==> config.mk <==
export PLATFORM = sky130hd
export DESIGN_NAME = prom_page_reader
export DESIGN_NICKNAME = d
export VERILOG_FILES = /design/src/rtl/prom_pkg.sv /design/src/rtl/prom_addr_map.sv /design/src/rtl/prom_page_track.sv /design/src/rtl/prom_wait_ctr.sv /design/src/rtl/prom_page_reader.sv
export SDC_FILE = /design/constraint.sdc
export NUM_CORES = 1
export LEC_CHECK = 0
export ABC_AREA = 1
export ABC_CLOCK_PERIOD_IN_PS = 2280
export BUFFER_PORTS_ARGS = -buffer_cell sky130_fd_sc_hd__clkbuf_2
export CAP_MARGIN = 20
export CORE_ASPECT_RATIO = 1.75
export CORE_MARGIN = 1
export CORE_UTILIZATION = 51
export CTS_CLUSTER_DIAMETER = 200
export CTS_CLUSTER_SIZE = 12
export DETAILED_ROUTE_END_ITERATION = 8
export PLACE_DENSITY = 0.77
export SKIP_CTS_REPAIR_TIMING = 1
export SYNTH_ARGS = -nofsm -noshare
export SYNTH_HDL_FRONTEND = slang
export SYNTH_SLANG_ARGS = --single-unit
==> constraint.sdc <==
create_clock -name clk -period 2.28 [get_ports clk]
set_input_delay 0.114 -clock clk [delete_from_list [all_inputs] [get_ports clk]]
set_output_delay 0.114 -clock clk [all_outputs]
set_load 0.005 [all_outputs]
==> src/rtl/prom_pkg.sv <==
package prom_pkg;

    typedef enum logic [1:0] {
        ST_IDLE    = 2'd0,
        ST_ACCESS  = 2'd1,
        ST_RELEASE = 2'd2
    } rd_state_e;

endpackage

==> src/rtl/prom_addr_map.sv <==
// Steers an element address onto the ROM word address and the shared low pin.
module prom_addr_map #(
    parameter int WORD_AW = 23
) (
    input  logic [WORD_AW:0]   elem_addr,
    input  logic               byte_mode,
    output logic [WORD_AW-1:0] word_addr,
    output logic               a_m1
);
    always_comb begin
        if (byte_mode) begin
            word_addr = elem_addr[WORD_AW:1];
            a_m1      = elem_addr[0];
        end else begin
            word_addr = elem_addr[WORD_AW-1:0];
            a_m1      = 1'b0;
        end
    end
endmodule

==> src/rtl/prom_page_track.sv <==
// Remembers the page of the access in flight and reports whether a probe stays in it.
module prom_page_track #(
    parameter int WORD_AW = 23,
    parameter int PAGE_W  = 3
) (
    input  logic             clk,
    input  logic             rst_n,
    input  logic             clear,
    input  logic             commit,
    input  logic [WORD_AW:0] commit_addr,
    input  logic             commit_mode,
    input  logic [WORD_AW:0] probe_addr,
    input  logic             probe_mode,
    output logic             hit
);
    localparam int TAG_W = WORD_AW - PAGE_W;

    function automatic logic [TAG_W-1:0] tag_of(input logic [WORD_AW:0] a, input logic bm);
        return bm ? a[WORD_AW:PAGE_W+1] : a[WORD_AW-1:PAGE_W];
    endfunction

    logic [TAG_W-1:0] last_tag;
    logic             last_mode;
    logic             last_vld;

    always_ff @(posedge clk or negedge rst_n) begin
        if (!rst_n) begin
            last_tag  <= '0;
            last_mode <= 1'b0;
            last_vld  <= 1'b0;
        end else if (commit) begin
            last_tag  <= tag_of(commit_addr, commit_mode);
            last_mode <= commit_mode;
            last_vld  <= 1'b1;
        end else if (clear) begin
            last_vld  <= 1'b0;
        end
    end

    assign hit = last_vld && (last_mode == probe_mode)
              && (last_tag == tag_of(probe_addr, probe_mode));
endmodule

==> src/rtl/prom_wait_ctr.sv <==
// One-shot access timer: loaded per access, expires after the loaded count (minimum 1).
module prom_wait_ctr #(
    parameter int WAIT_W = 5
) (
    input  logic              clk,
    input  logic              rst_n,
    input  logic              load,
    input  logic [WAIT_W-1:0] load_val,
    output logic              expired
);
    localparam logic [WAIT_W-1:0] ONE = WAIT_W'(1);

    logic [WAIT_W-1:0] cnt;

    always_ff @(posedge clk or negedge rst_n) begin
        if (!rst_n) begin
            cnt <= '0;
        end else if (load) begin
            cnt <= (load_val == '0) ? ONE : load_val;
        end else if (cnt > ONE) begin
            cnt <= cnt - ONE;
        end
    end

    assign expired = (cnt == ONE);
endmodule

==> src/rtl/prom_page_reader.sv <==
module prom_page_reader
    import prom_pkg::*;
#(
    parameter int WORD_AW = 23,
    parameter int PAGE_W  = 3,
    parameter int DATA_W  = 16,
    parameter int LEN_W   = 8,
    parameter int WAIT_W  = 5,
    parameter int TURN_W  = 4
) (
    input  logic              clk,
    input  logic              rst_n,
    input  logic              req_valid,
    output logic              req_ready,
    input  logic [WORD_AW:0]  req_addr,
    input  logic [LEN_W-1:0]  req_len,
    input  logic              req_byte,
    input  logic [WAIT_W-1:0] cfg_long_wait,
    input  logic [WAIT_W-1:0] cfg_short_wait,
    input  logic [TURN_W-1:0] cfg_turn,
    output logic              rd_valid,
    output logic              rd_last,
    output logic [DATA_W-1:0] rd_data,
    output logic              rom_ce_n,
    output logic              rom_oe_n,
    output logic              rom_byte_n,
    output logic [WORD_AW-1:0] rom_addr,
    output logic              rom_a_m1_out,
    output logic              rom_a_m1_oe,
    input  logic [DATA_W-1:0] rom_dq_in
);
    localparam int ELEM_AW = WORD_AW + 1;
    localparam int HALF_W  = DATA_W / 2;
    localparam logic [ELEM_AW-1:0] ONE_E = ELEM_AW'(1);
    localparam logic [LEN_W-1:0]   ONE_L = LEN_W'(1);
    localparam logic [TURN_W-1:0]  ONE_T = TURN_W'(1);

    rd_state_e state, state_nxt;

    logic [ELEM_AW-1:0] cur_addr;
    logic [ELEM_AW-1:0] nxt_addr;
    logic [LEN_W-1:0]   left;
    logic               mode_byte;
    logic [WAIT_W-1:0]  lw, sw;
    logic [TURN_W-1:0]  tw, ta_cnt;

    logic [WORD_AW-1:0] cur_wa;
    logic               cur_m1;
    logic               hit;
    logic               expired;
    logic               accept, capture, more;
    logic               ctr_load;
    logic [WAIT_W-1:0]  ctr_val;

    assign accept   = req_valid && (state == ST_IDLE);
    assign capture  = (state == ST_ACCESS) && expired;
    assign more     = (left != '0);
    assign nxt_addr = cur_addr + ONE_E;

    prom_addr_map #(.WORD_AW(WORD_AW)) u_map (
        .elem_addr (cur_addr),
        .byte_mode (mode_byte),
        .word_addr (cur_wa),
        .a_m1      (cur_m1)
    );

    prom_page_track #(.WORD_AW(WORD_AW), .PAGE_W(PAGE_W)) u_track (
        .clk         (clk),
        .rst_n       (rst_n),
        .clear       (state != ST_ACCESS),
        .commit      (accept || (capture && more)),
        .commit_addr (accept ? req_addr : nxt_addr),
        .commit_mode (accept ? req_byte : mode_byte),
        .probe_addr  (nxt_addr),
        .probe_mode  (mode_byte),
        .hit         (hit)
    );

    always_comb begin
        ctr_load = accept || (capture && more);
        if (accept) begin
            ctr_val = cfg_long_wait;
        end else begin
            ctr_val = hit ? sw : lw;
        end
    end

    prom_wait_ctr #(.WAIT_W(WAIT_W)) u_wait (
        .clk      (clk),
        .rst_n    (rst_n),
        .load     (ctr_load),
        .load_val (ctr_val),
        .expired  (expired)
    );

    // state register
    always_ff @(posedge clk or negedge rst_n) begin
        if (!rst_n) begin
            state <= ST_IDLE;
        end else begin
            state <= state_nxt;
        end
    end

    always_comb begin
        state_nxt = state;
        unique case (state)
            ST_IDLE: begin
                if (accept) state_nxt = ST_ACCESS;
            end
            ST_ACCESS: begin
                if (capture && !more) begin
                    state_nxt = (tw == '0) ? ST_IDLE : ST_RELEASE;
                end
            end
            ST_RELEASE: begin
                if (ta_cnt <= ONE_T) state_nxt = ST_IDLE;
            end
            default: state_nxt = ST_IDLE;
        endcase
    end

    // burst datapath
    always_ff @(posedge clk or negedge rst_n) begin
        if (!rst_n) begin
            cur_addr  <= '0;
            left      <= '0;
            mode_byte <= 1'b0;
            lw        <= '0;
            sw        <= '0;
            tw        <= '0;
            ta_cnt    <= '0;
            rd_valid  <= 1'b0;
            rd_last   <= 1'b0;
            rd_data   <= '0;
        end else begin
            rd_valid <= 1'b0;
            rd_last  <= 1'b0;
            if (accept) begin
                cur_addr  <= req_addr;
                left      <= req_len;
                mode_byte <= req_byte;
                lw        <= cfg_long_wait;
                sw        <= cfg_short_wait;
                tw        <= cfg_turn;
            end
            if (capture) begin
                rd_valid <= 1'b1;
                rd_last  <= !more;
                rd_data  <= mode_byte ? {{(DATA_W-HALF_W){1'b0}}, rom_dq_in[HALF_W-1:0]}
                                      : rom_dq_in;
                if (more) begin
                    cur_addr <= nxt_addr;
                    left     <= left - ONE_L;
                end
            end
            if (state == ST_ACCESS && state_nxt == ST_RELEASE) begin
                ta_cnt <= tw;
            end else if (state == ST_RELEASE) begin
                ta_cnt <= ta_cnt - ONE_T;
            end
        end
    end

    // pin and handshake outputs
    always_comb begin
        req_ready    = (state == ST_IDLE);
        rom_ce_n     = (state != ST_ACCESS);
        rom_oe_n     = (state != ST_ACCESS);
        rom_byte_n   = !mode_byte;
        rom_addr     = cur_wa;
        rom_a_m1_out = mode_byte && cur_m1;
        rom_a_m1_oe  = mode_byte && (state == ST_ACCESS);
    end
endmodule

Word-level counts from Yosys, hierarchy flattened
Cells that the tools add are included.

cells by class
  $add $sub $neg = 4
  equal/unequal tests = 7
  order comparisons = 2
  reductions and logical operators = 19
  mux-type cells = 29

operators by type and width
  cell                                                                              number
  24-bit two-way mux                                                                4
  20-bit two-way mux                                                                2
  5-bit two-way mux                                                                 5
  24-bit by 1-bit adder with 24-bit output, second input constant                   1
  8-bit two-way mux                                                                 3
  23-bit two-way mux                                                                1
  20-bit equality test                                                              1
  16-bit two-way mux                                                                1
  1-bit logical AND                                                                 9
  2-bit two-way mux                                                                 4
  4-bit two-way mux                                                                 2
  8-bit nonzero test                                                                1
  8-bit by 1-bit subtractor with 8-bit output, second input constant                1
  1-bit two-way mux                                                                 6
  2-bit one-hot mux with 3 select lines                                             1
  2-bit nonzero test                                                                3
  5-bit by 1-bit equality test with 1-bit output, second input constant             1
  5-bit by 1-bit greater-than comparator with 1-bit output, second input constant   1
  5-bit logical NOT                                                                 1
  5-bit by 1-bit subtractor with 5-bit output, second input constant                1
  2-bit equality test, second input constant                                        2
  4-bit by 1-bit less-or-equal comparator with 1-bit output, second input constant  1
  4-bit logical NOT                                                                 1
  4-bit by 1-bit subtractor with 4-bit output, second input constant                1
  other kinds (6)                                                                   7

word-level totals
  output and inout bits = 47
  bits of input ports = 66
  bits in registers = 98

Longest topological paths before layout
Gate-level depths: netlist of the first run.

  word-level depth = 9
  mapped depth = 25
  mapped depth without buffers = 24

Modules after synthesis
From an unflattened synthesis of the first run, not the netlist that was laid out.

second synthesis, totals
  cells, all modules = 1030
  area, all modules = 6657.6 um2

by module, submodules not included
  module            instances  area an instance (um2)  seq. area each (um2)  cells an instance
  prom_page_reader  1          4329.2                  1776.7                639
  prom_page_track   1          1590.3                  550.5                 260
  prom_addr_map     1          375.4                   0.0                   77
  prom_wait_ctr     1          362.8                   125.1                 54

Worst setup path after synthesis of the first run
OpenSTA, ideal clock, no wires.

  path type = reg-to-reg
  from = register cur_addr[1]
  to = register u_wait.cnt[0]
  data required time = 2.163 ns
  slack = -0.178 ns
  clock period less this slack = 2.458 ns
  data arrival time = 2.342 ns
  path buffers = 1
  library setup time = 0.117 ns
  cell stages (with the launch flop) = 21
  cells stage by stage = dfrtp_1 > ha_1 > nand2_1 > nor2_4 > buf_6 > nand2_4 > o21ai_2 > nand3_1 > nand2_1 > nand2_1 > nand2_1 > nand3_2 > nor2_4 > nand3_4 > or2_0 > nand3_1 > nand3_1 > clkinv_1 > nand2_1 > nand2_1 > nand2_1

between the ends
  cells in the longest elaborated chain, start to end = 9

ends and longest elaborated chain
  what                                        line                     text
  start, declared                             prom_page_reader.sv:40   logic [ELEM_AW-1:0] cur_addr;
  start signal, assigned                      prom_page_reader.sv:140  cur_addr <= req_addr;
  start signal, assigned                      prom_page_reader.sv:153  cur_addr <= nxt_addr;
  24-bit by 1-bit adder with 24-bit output *  prom_page_reader.sv:58   assign nxt_addr = cur_addr + ONE_E;
  20-bit two-way mux *                        prom_page_track.sv:19    return bm ? a[WORD_AW:PAGE_W+1] : a[WORD_AW-1:PAGE_W];
  20-bit equality test *                      prom_page_track.sv:41    && (last_tag == tag_of(probe_addr, probe_mode));
  1-bit logical AND *                         prom_page_track.sv:41
  5-bit two-way mux *                         prom_page_reader.sv:84   ctr_val = hit ? sw : lw;
  5-bit two-way mux *                         prom_page_reader.sv:81   if (accept) begin
  5-bit logical NOT                           prom_wait_ctr.sv:19      cnt <= (load_val == '0) ? ONE : load_val;
  5-bit two-way mux *                         prom_wait_ctr.sv:19
  5-bit two-way mux *                         prom_wait_ctr.sv:18      end else if (load) begin
  end signal, assigned                        prom_wait_ctr.sv:19
  end signal, assigned                        prom_wait_ctr.sv:21      cnt <= cnt - ONE;
  end, declared                               prom_wait_ctr.sv:13      logic [WAIT_W-1:0] cnt;

Mark *: on every way between the ends. The rest lies on a longest branch, timed or not.
A chain may end at the register's enable or synchronous reset.

Final worst setup path of the first run
  from = register cur_addr[1]
  to = register u_wait.cnt[1]

The elaborated chain is that of the path after synthesis.

==> results.txt, run 1 <==
----------------------------------------------------
[Outcome]
  Result of the run ... finished with violations
  Failing checks ... hold timing, setup timing

[Layout]
  Fraction of final layout cells sized beyond drive strength 1 ... 29.6%
  Inserted Diodes ... 0
  Layout overhead on the synthesized area ... 37.7%
  Total number of nets in the final design ... 1224
  Finished layout cell area ... 0.00872 sq mm
  Filler Cell Count ... 977

[CTS]
  Buffer type at the clock tree root ... sky130_fd_sc_hd__clkbuf_16
  Maximum level of the CTS H-tree ... 3
  Maximum buffer depth of the clock tree ... 2
  Worst skew pair latency ... 0.36 ns
  Clock tree from TritonCTS ... built
  Clock transition time at the flip-flop clock pins of the worst setup and hold paths ... 0.07 ns
  Clock Sink Count ... 98
  Num CTS Buffers ... 9

[Floorplanning]
  Effective utilization at floorplan ... 52.5%
  Overall die width ... 86.3 um
  Core region area ... 0.0121 sq mm
  Num rows ... 53
  Total die area ... 0.0129 sq mm
  Vert. Die Dim ... 149 um
  Top-Level Pins ... 113

[Synthesis]
  Number of register bits inferred by synthesis ... 98
  Count of flip-flops with a built-in enable after synthesis ... 0
  Synth warn ... 0
  Library cells used by synthesis ... 41
  Share of the yosys chip area belonging to registers ... 38.7%
  Leading cell type by number of instances after synthesis ... sky130_fd_sc_hd__nand2_1
  Dominant cell type by area after synthesis ... sky130_fd_sc_hd__dfrtp_1
  Dominant cells by area after synthesis ... sky130_fd_sc_hd__dfrtp_1, sky130_fd_sc_hd__nand2_1, sky130_fd_sc_hd__nand3_1
  Synthesized instance count ... 920
  Fraction of synthesis flops using an asynchronous set or reset pin ... 100%
  Average footprint of a synthesized cell ... 6.89 sq um
  Synthesized Nets ... 992
  Commonest cells in the synthesized netlist ... sky130_fd_sc_hd__nand2_1, sky130_fd_sc_hd__dfrtp_1, sky130_fd_sc_hd__inv_1
  Commonest register cell after synthesis ... sky130_fd_sc_hd__dfrtp_1
  Area share of the leading cell type in the synthesized netlist ... 38.7%
  Post-Syn Area ... 0.00633 sq mm

[Detailed routing]
  Number of remaining DRC errors ... 0
  Starting DRT DRC Count ... 532
  WL final ... 21.5 mm
  Vias after detailed routing ... 7361
  Per-cell routed wire length ... 16.3 um
  Drt via density ... 5.57
  Total iterations of the first detailed-routing run ... 5
  Number of nets still failing antenna checks after routing ... 0

[STA]
  Endpoints failing setup ... 5
  Hold Slack ... -0.0403 ns
  Minimum setup slack in the final design ... -0.520 ns
  Highest clock rate ... 357 MHz
  Unrepaired setup endpoints after global routing ... yes
  Final clock skew ... 0.0117 ns
  Tcrit/Tclk final ... 123%
  Worst-margin pin slew ... 0.538 ns
  Worst max-slew margin expressed relative to the limit ... 63.8%
  Slew Viols, Final ... 0
  Hold violation total from the final report ... 14
  Final critical-path required period ... 2.80 ns

[Global routing]
  Global routing usage on met1 ... 35.6%
  Total congestion overflow after global routing ... 0
  Global router's overall resource usage ... 33.0%
  Global routing's busiest layer ... met2
  Met2 Track Usage GR ... 58.0%
  Vias in the first global route ... 7025
  Initial antenna violation count ... 0
  Global-route wire length before repair ... 32.7 mm
  Met3 track utilization from global routing ... 6.56%
  Maximum number of pins on one net before global-route repair ... 54

[Placement]
  Routability congestion estimate ... 1.03
  Port buffer count ... 112
  Detail Placement HPWL ... 15.4 mm
  Cell area after placement ... 0.00792 sq mm

[Setup path]
  Required @ worst endpoint ... 2.52 ns
  Master of the slowest instance on the critical path ... sky130_fd_sc_hd__dfrtp_1
  Ordered list of cells on the worst path ... buf_6 -> nand2_4 -> nor2_4 -> buf_6 -> nand4_1 -> nand3_2 -> nand2_1 -> nand2_1 -> inv_1 -> nor2_1 -> nand2_1 -> nor2_1 -> nand2_1 -> nor2_4 -> nand3_2 -> nand3_2 -> nand2_2 -> buf_6 -> o21ai_2 -> o21ai_1
  Critical Path Most Common Cell ... sky130_fd_sc_hd__nand2_1
  Category of the worst setup path capture point ... flip-flop
  Arrival time at the worst endpoint ... 3.04 ns
  Number of buffer and inverter instances along the worst setup path ... 4
  Maximum fanout along the worst path ... 4
  Critical path class ... reg -> reg
  Dominant delay contributor by cell family on the critical path ... simple AND/OR/NAND/NOR gates
  Critical path's largest stage delay ... 0.45 ns
  Startpoint types ... flip-flop

[Pwr]
  Total design power ... 3.41 mW
  Standby leakage power ... 4.82 nW
  Worst IR Drop VDD ... 0.506 mV
  Total power density per cell area ... 391 mW/mm^2

[Job]
  Count of maximum capacitance violations ... 0

[Min path]
  Path class of the lowest-slack min-delay path ... in -> reg

----------------------------------------------------
[flip-flops by register name, summed over array words and instances (netlist names)]
register and flops:
cur_addr 24, left 8, lw 5, mode_byte 1
rd_data 16, rd_last 1, rd_valid 1, state 2
sw 5, ta_cnt 4, tw 4, u_track.last_mode 1
u_track.last_tag 20, u_track.last_vld 1, u_wait.cnt 5
[metrics by stage]
stage | worst slack, ns | setup TNS [ns] | hold WS (ns) | utilization, % | instances
6_report | -0.520 | -2.16 | -0.0403 | 72.3 | 1322
5_1_grt | -0.842 | -3.57 | 0.000872 | 72.3 | 1322
4_1_cts | -0.607 | -2.73 | -0.287 | 68.0 | 1294
3_5_place_dp | -0.514 | -2.29 | 0.0915 | 65.6 | 1278
3_3_place_gp | -0.475 | -2.03 | 0.0861 | 65.6 | 1277
2_1_floorplan | -0.152 | -0.293 | -0.182 | - | 920
[final cells by class]
cell class                 count  area, sq um  share of cell area (%)
multi-input combinational    681         3580                    41.0
sequential                    98         2460                    28.2
timing repair buffer         258         1800                    20.7
inverter                     104          394                    4.52
clock buffer                   9          225                    2.58
tap                          165          206                    2.37
clock inverter                 7         61.3                   0.703
[cells in the final DEF, fill, tap and decap left out, drive strengths merged]
master       count
nand2          329
buf            128
clkbuf         120
inv            104
dfrtp           98
nand3           97
o21ai           91
nor2            71
o221ai          25
dlygate4sd3     19
o211ai          15
nand4            9
xor2             7
a22oi            6
ha               6
a21oi            5
clkinv           5
xnor2            4
nand3b           3
nor3             2
clkinvlp         2
a31oi            2
o31ai            2
or2              2
o21bai           1
o41ai            1
a21o             1
a211oi           1
nor4             1
[tightest hold or removal path: stages]
cell and delay, ns:
sky130_fd_sc_hd__clkbuf_2 0.08, sky130_fd_sc_hd__nand2_1 0.04, sky130_fd_sc_hd__nand2_1 0.05
[where the power goes]
group / switching, mW / internal, mW / leakage (nW) / total (mW)
Sequential: 0.00447 / 1.74 / 1.00 / 1.75
Clock: 0.767 / 0.763 / 0.140 / 1.53
Combinational: 0.0628 / 0.0708 / 3.68 / 0.134
[routing by layer]
layer / part of all wire (%) / routed length, um
met1: 36 / 7770
met4: 5.6 / 1210
met3: 6.4 / 1370
met2: 52 / 11200
met5: 0 / 0
[final timing paths]
kind / start / endpoint / slack, ns / depth (start not counted)
max in group asynchronous: rst_n / cur_addr[10]$_DFF_PN0_ / 1.24 / 3
hold / removal: rom_dq_in[1] / rd_data[1]$_DFFE_PN0P_ / -0.04 / 3
setup reg to reg: cur_addr[1]$_DFF_PN0_ / u_wait.cnt[1]$_DFFE_PN0P_ / -0.52 / 20
min in group asynchronous: rst_n / rd_data[13]$_DFFE_PN0P_ / 0.24 / 2
hold reg to reg: rd_data[3]$_DFFE_PN0P_ / rd_data[3]$_DFFE_PN0P_ / 0.49 / 2
setup / recovery: cur_addr[1]$_DFF_PN0_ / u_wait.cnt[1]$_DFFE_PN0P_ / -0.52 / 20
[cell families (layout without fill, tap and decap cells)]
kind of cell | Yosys count | after routing | synth area share, %
DFF | 98 | 98 | 38.7
adders and majority gates | 6 | 6 | 1.19
and+or+nand+nor | 514 | 514 | 35.2
buffers and inverters | 141 | 378 | 8.67
AOI/OAI and AO/OA | 150 | 150 | 14.8
xor gates and xnor gates | 11 | 11 | 1.52
(Power assumes the default switching activity.)
==> run 2: changes to the inputs <==
- ABC_AREA: 1 -> 0
- CORE_UTILIZATION: 51 -> 52
- PLACE_DENSITY: 0.77 -> 0.78
==> results.txt, run 2 <==
----------------------------------------------------
[Setup path]
  Maximum fanout along the worst path ... 5
  Number of buffer and inverter instances along the worst setup path ... 5
  Master of the slowest instance on the critical path ... sky130_fd_sc_hd__or4b_4
  Number of cells on the worst reg-to-reg path ... 15
  Dominant delay contributor by cell family on the critical path ... simple AND/OR/NAND/NOR gates
  Number of stages on the worst setup path ... 15
  Endpoint of the worst setup timing path ... u_wait.cnt[0]$_DFFE_PN0P_
  Critical path's largest stage delay ... 0.54 ns
  Required @ worst endpoint ... 2.53 ns
  Critical path class ... reg -> reg
  Startpoint types ... flip-flop
  Category of the worst setup path capture point ... flip-flop
  Endpoint of the worst register-to-register path ... u_wait.cnt[0]$_DFFE_PN0P_
  Critical Path Most Common Cell ... sky130_fd_sc_hd__buf_6
  Slack of the worst reg-to-reg path ... -1.19 ns
  Arrival time at the worst endpoint ... 3.72 ns
  Worst setup path start ... cur_addr[1]$_DFF_PN0_
  Ordered list of cells on the worst path ... buf_6 -> nand4_2 -> buf_4 -> buf_4 -> o21ai_0 -> o22ai_1 -> xor2_1 -> a311o_1 -> or4b_4 -> nor4_4 -> buf_6 -> buf_6 -> mux2i_2 -> a21oi_1 -> a31o_1
  Worst reg2reg path startpoint ... cur_addr[1]$_DFF_PN0_

[Floorplanning]
  Overall die width ... 88.3 um
  Total die area ... 0.0135 sq mm
  Num rows ... 54
  Core region area ... 0.0126 sq mm
  Effective utilization at floorplan ... 54.0%
  Top-Level Pins ... 113
  Vert. Die Dim ... 153 um

[Placement]
  Routability congestion estimate ... 1.01
  Detail Placement HPWL ... 16.7 mm
  Post-placement cell count ... 1209
  Port buffer count ... 112

[Global routing]
  Global-route wire length before repair ... 34.7 mm
  Initial antenna violation count ... 0
  Vias in the first global route ... 7095
  Total congestion overflow after global routing ... 0
  Global router's overall resource usage ... 33.5%
  Maximum number of pins on one net before global-route repair ... 61

[Detailed routing]
  Number of remaining DRC errors ... 0
  Starting DRT DRC Count ... 389
  WL final ... 23.1 mm
  Total iterations of the first detailed-routing run ... 5
  Drt via density ... 5.86
  Per-cell routed wire length ... 18.5 um
  Number of nets still failing antenna checks after routing ... 0
  Vias after detailed routing ... 7322

[Synthesis]
  Area share of the leading cell type in the synthesized netlist ... 36.2%
  Dominant cells by area after synthesis ... sky130_fd_sc_hd__dfrtp_1, sky130_fd_sc_hd__nand2_1, sky130_fd_sc_hd__o21ai_0
  Number of register bits inferred by synthesis ... 98
  Commonest register cell after synthesis ... sky130_fd_sc_hd__dfrtp_1
  Leading cell type by number of instances after synthesis ... sky130_fd_sc_hd__nand2_1
  Share of the yosys chip area belonging to registers ... 36.2%
  Fraction of synthesis flops using an asynchronous set or reset pin ... 100%
  Synthesized Nets ... 903
  Post-Syn Area ... 0.00678 sq mm
  Count of flip-flops with a built-in enable after synthesis ... 0
  Synthesized instance count ... 831
  Dominant cell type by area after synthesis ... sky130_fd_sc_hd__dfrtp_1
  Library cells used by synthesis ... 69
  Commonest cells in the synthesized netlist ... sky130_fd_sc_hd__nand2_1, sky130_fd_sc_hd__dfrtp_1, sky130_fd_sc_hd__nor2_1
  Synth warn ... 0
  Average footprint of a synthesized cell ... 8.16 sq um

[Min path]
  Startpoint of the lowest-slack hold path ... cfg_short_wait[4]
  Path class of the lowest-slack min-delay path ... in -> reg

[Pwr]
  Standby leakage power ... 4.49 nW
  Total power density per cell area ... 1280 mW/mm^2
  Worst IR Drop VDD ... 0.817 mV

[STA]
  Slew Viols, Final ... 0
  Hold violation total from the final report ... 7
  Highest clock rate ... 289 MHz
  Accumulated negative setup slack ... -5.80 ns
  Tcrit/Tclk final ... 152%
  Unrepaired setup endpoints after global routing ... yes
  Final critical-path required period ... 3.47 ns
  Worst-margin pin slew ... 0.572 ns
  Worst max-slew margin expressed relative to the limit ... 61.9%
  Final clock skew ... 0.00870 ns
  Hold Slack ... -0.0530 ns
  Minimum setup slack in the final design ... -1.19 ns
  Endpoints failing setup ... 7

[Layout]
  Total area of multi-input combinational cells ... 0.00429 sq mm
  Register with the highest flop count ... cur_addr
  Fraction of final layout cells sized beyond drive strength 1 ... 35.9%
  Leading cell types in the layout, fill and taps excluded ... sky130_fd_sc_hd__nand2_1, sky130_fd_sc_hd__buf_4, sky130_fd_sc_hd__clkbuf_2, sky130_fd_sc_hd__dfrtp_1, sky130_fd_sc_hd__nor2_1
  Filler Cell Count ... 912
  Inserted Diodes ... 0
  Register area ... 0.00246 sq mm
  Max FFs per register ... 24
  Total number of nets in the final design ... 1149
  Layout overhead on the synthesized area ... 40.1%
  Most common cell after layout, fill and taps aside ... sky130_fd_sc_hd__nand2_1
  Top Registers ... cur_addr: 24 flops, u_track.last_tag: 20 flops, rd_data: 16 flops
  Final non-filler cell total ... 1250

[CTS]
  Maximum level of the CTS H-tree ... 3
  Worst skew pair latency ... 0.36 ns
  Clock transition time at the flip-flop clock pins of the worst setup and hold paths ... 0.08 ns
  Clock Sink Count ... 98
  Clock tree from TritonCTS ... built
  Num CTS Buffers ... 9
  Maximum buffer depth of the clock tree ... 2
  Buffer type at the clock tree root ... sky130_fd_sc_hd__clkbuf_16

[Outcome]
  Failing checks ... hold timing, setup timing
  Result of the run ... finished with violations

[Job]
  Count of maximum capacitance violations ... 0

----------------------------------------------------
-- run 2: cell count changes in the layout (fill, tap and decap cells not counted), moves of 21 or more --
cell,before,now
sky130_fd_sc_hd__buf_4,115,154
sky130_fd_sc_hd__inv_1,97,15
sky130_fd_sc_hd__o221ai_1,25,0
sky130_fd_sc_hd__nand2_1,301,164
sky130_fd_sc_hd__o21ai_0,79,58
sky130_fd_sc_hd__nor2_1,48,76
sky130_fd_sc_hd__xnor2_1,4,30
sky130_fd_sc_hd__nand3_1,80,17
sky130_fd_sc_hd__a21oi_1,5,44
-- run 2: final cells by class --
class,instances,share of cell area [%]
sequential,98,25.9
tap,168,2.21
clock buffer,9,2.37
inverter,17,0.672
multi-input combinational,649,45.2
timing repair buffer,302,23.0
clock inverter,7,0.645
-- run 2: per-stage QoR --
stage	total power, mW	util (%)	worst slack, ns	instance area [sq um]
5_1_grt	12.9	75.6	-1.28	9500
4_1_cts	11.6	71.1	-1.25	8930
2_1_floorplan	7.06	-	-1.06	6860
6_report	12.1	75.6	-1.19	9500
3_5_place_dp	10.0	68.8	-1.25	8640
3_3_place_gp	9.84	68.8	-1.10	8640
-- run 2: logic make-up after synthesis --
kind of cell	count (synthesis)	synth area share, %
AND/OR/NAND/NOR	367	25.8
AO/OA/AOI/OAI	186	17.1
flip-flops	98	36.2
buffers and inverters	84	5.37
XOR/XNOR	57	9.23
multiplexers	33	5.22
adder cells (fa/ha/maj)	6	1.11
-- run 2: worst min-delay path by stage --
stage / endpoint / slack (ns) / cells after the start
after floorplan: cur_addr[0]$_DFF_PN0_ / -0.18 / 0
after global placement: cur_addr[23]$_DFF_PN0_ / 0.13 / 1
after detailed placement: cur_addr[22]$_DFF_PN0_ / 0.14 / 1
after CTS: cur_addr[22]$_DFF_PN0_ / -0.24 / 1
after global routing: lw[1]$_DFFE_PN0P_ / 0.005 / 3
final: sw[4]$_DFFE_PN0P_ / -0.05 / 3
-- run 2: worst reg2reg max path, stage by stage, from the launching register on --
cell and delay [ns]:
sky130_fd_sc_hd__dfrtp_1 0.43, sky130_fd_sc_hd__buf_6 0.15, sky130_fd_sc_hd__nand4_2 0.11, sky130_fd_sc_hd__buf_4 0.16, sky130_fd_sc_hd__buf_4 0.15, sky130_fd_sc_hd__o21ai_0 0.19
sky130_fd_sc_hd__o22ai_1 0.13, sky130_fd_sc_hd__xor2_1 0.16, sky130_fd_sc_hd__a311o_1 0.27, sky130_fd_sc_hd__or4b_4 0.54, sky130_fd_sc_hd__nor4_4 0.29, sky130_fd_sc_hd__buf_6 0.18
sky130_fd_sc_hd__buf_6 0.11, sky130_fd_sc_hd__mux2i_2 0.22, sky130_fd_sc_hd__a21oi_1 0.09, sky130_fd_sc_hd__a31o_1 0.19
-- run 2: metal layers --
metal  vias to the layer above  global-route usage [%]  wire [um]
met4                         0                    20.7       1370
met5                         -                       0          0
li1                       3408                       -          -
met1                      3531                    35.8       8400
met2                       296                    59.3      12200
met3                        87                    5.62       1150
-- run 2: report_power, final --
part	switching, mW	internal, mW	leakage (nW)
Sequential	0.749	2.48	1.17
Combinational	3.73	3.67	3.18
Clock	0.741	0.762	0.140
==> run 3: changes to the inputs <==
- HOLD_SLACK_MARGIN: default -> 0.08
==> results.txt, run 3 (synthesis gave the netlist of run 2 again) <==
----------------------------------------------------
[CTS]
  Maximum level of the CTS H-tree ... 3
  Clock Sink Count ... 98
  Clock transition time at the flip-flop clock pins of the worst setup and hold paths ... 0.08 ns
  Num CTS Buffers ... 9
  Buffer type at the clock tree root ... sky130_fd_sc_hd__clkbuf_16
  Clock tree from TritonCTS ... built
  Worst skew pair latency ... 0.36 ns
  Maximum buffer depth of the clock tree ... 2

[Layout]
  Fraction of final layout cells sized beyond drive strength 1 ... 34.7%
  Max FFs per register ... 24
  Finished layout cell area ... 0.00986 sq mm
  Total number of nets in the final design ... 1185
  Total area of multi-input combinational cells ... 0.00429 sq mm
  Final non-filler cell total ... 1286
  Post-route core utilization ... 78.5%
  Filler Cell Count ... 838
  Top Registers ... cur_addr: 24 flops, u_track.last_tag: 20 flops, rd_data: 16 flops
  Register area ... 0.00246 sq mm
  Most common cell after layout, fill and taps aside ... sky130_fd_sc_hd__nand2_1
  Layout overhead on the synthesized area ... 45.4%
  Inserted Diodes ... 0
  Register with the highest flop count ... cur_addr
  Leading cell types in the layout, fill and taps excluded ... sky130_fd_sc_hd__nand2_1, sky130_fd_sc_hd__buf_4, sky130_fd_sc_hd__clkbuf_2, sky130_fd_sc_hd__dfrtp_1, sky130_fd_sc_hd__nor2_1

[Detailed routing]
  Number of nets still failing antenna checks after routing ... 0
  WL final ... 24.1 mm
  Per-cell routed wire length ... 18.8 um
  Vias after detailed routing ... 7576
  Total iterations of the first detailed-routing run ... 5
  Drt via density ... 5.89
  Starting DRT DRC Count ... 476
  Number of remaining DRC errors ... 0

[Floorplanning]
  Top-Level Pins ... 113
  Vert. Die Dim ... 153 um
  Core region area ... 0.0126 sq mm
  Overall die width ... 88.3 um
  Num rows ... 54
  Total die area ... 0.0135 sq mm
  Effective utilization at floorplan ... 54.0%

[STA]
  Worst max-slew margin expressed relative to the limit ... 62.3%
  Endpoints failing setup ... 7
  Slew Viols, Final ... 0
  Hold Slack ... 0.0706 ns
  Unrepaired setup endpoints after global routing ... yes
  Minimum setup slack in the final design ... -1.19 ns
  Final critical-path required period ... 3.47 ns
  Worst-margin pin slew ... 0.562 ns
  Hold violation total from the final report ... 0
  Tcrit/Tclk final ... 152%
  Final clock skew ... 0.00959 ns
  Highest clock rate ... 288 MHz

[Setup path]
  Slack of the worst reg-to-reg path ... -1.19 ns
  Master of the slowest instance on the critical path ... sky130_fd_sc_hd__or4b_4
  Number of buffer and inverter instances along the worst setup path ... 5
  Ordered list of cells on the worst path ... buf_6 -> nand4_2 -> buf_4 -> buf_4 -> o21ai_0 -> o22ai_1 -> xor2_1 -> a311o_1 -> or4b_4 -> nor4_4 -> buf_6 -> buf_6 -> mux2i_2 -> a21oi_1 -> a31o_1
  Arrival time at the worst endpoint ... 3.72 ns
  Required @ worst endpoint ... 2.53 ns
  Critical path class ... reg -> reg
  Critical Path Most Common Cell ... sky130_fd_sc_hd__buf_6
  Critical path's largest stage delay ... 0.54 ns
  Category of the worst setup path capture point ... flip-flop
  Startpoint types ... flip-flop
  Dominant delay contributor by cell family on the critical path ... simple AND/OR/NAND/NOR gates
  Maximum fanout along the worst path ... 5

[Placement]
  Cell area after placement ... 0.00864 sq mm
  Routability congestion estimate ... 1.01
  Detail Placement HPWL ... 16.7 mm
  Port buffer count ... 112
  Post-placement cell count ... 1209

[Min path]
  Path class of the lowest-slack min-delay path ... in -> reg

[Pwr]
  Total design power ... 12.3 mW
  Worst IR Drop VDD ... 0.816 mV
  Standby leakage power ... 4.65 nW
  Total power density per cell area ... 1240 mW/mm^2

[Job]
  Count of maximum capacitance violations ... 0

[Outcome]
  Failing checks ... setup timing
  Result of the run ... finished with violations

[Global routing]
  Initial antenna violation count ... 0
  Global router's overall resource usage ... 33.5%
  Total congestion overflow after global routing ... 0
  Global-route wire length before repair ... 34.7 mm
  Maximum number of pins on one net before global-route repair ... 61
  Vias in the first global route ... 7095

----------------------------------------------------
## run 3: cell types whose count changed in the layout (fill, tap and decap cells not counted)
cell / delta
sky130_fd_sc_hd__dlygate4sd3_1: +36
## run 3: layout make-up
cell class | count | area share, %
multi-input cells | 649 | 43.5
repair buffers | 338 | 25.8
flip-flops and latches | 98 | 25.0
clock buffers | 9 | 2.28
well taps | 168 | 2.13
inverters | 17 | 0.647
clock inverters | 7 | 0.622
## run 3: tightest hold or removal path, delay by kind of cell
kind,cells,cell delay (ns)
buffers and inverters,1,0.11
AND/OR/NAND/NOR,1,0.08
AO/OA/AOI/OAI,1,0.08
## run 3: through the flow
stage,worst slack [ns],setup TNS [ns]
final,-1.19,-5.78
after global routing,-1.29,-6.59
after floorplan,-1.06,-4.97
after detailed placement,-1.25,-6.85
after CTS,-1.25,-7.02
after global placement,-1.10,-5.97
## run 3: final timing paths
check / startpoint / end / cells after the start
max: cur_addr[1]$_DFF_PN0_ / u_wait.cnt[0]$_DFFE_PN0P_ / 15
min reg2reg: rd_data[1]$_DFFE_PN0P_ / rd_data[1]$_DFFE_PN0P_ / 2
max reg2reg: cur_addr[1]$_DFF_PN0_ / u_wait.cnt[0]$_DFFE_PN0P_ / 15
min in group asynchronous: rst_n / cur_addr[22]$_DFF_PN0_ / 2
min: req_addr[19] / u_track.last_tag[15]$_DFFE_PN0N_ / 3
max in group asynchronous: rst_n / cur_addr[2]$_DFF_PN0_ / 3
## run 3: per-layer routing
layer  part of all wire, %  vias up  track usage (%)
met1                    35     3631             35.8
met5                     0        -                0
met2                    53      362             59.3
li1                      -     3480                -
met4                   6.1        0             20.7
met3                   5.7      103             5.62
## run 3: report_power, final
group          leakage (nW)  internal, mW  switching, mW  total (mW)
clock network         0.140         0.762          0.745        1.51
logic                  3.33          3.72           3.80        7.52
registers              1.17          2.48          0.757        3.24
total                  4.65          6.96           5.30        12.3
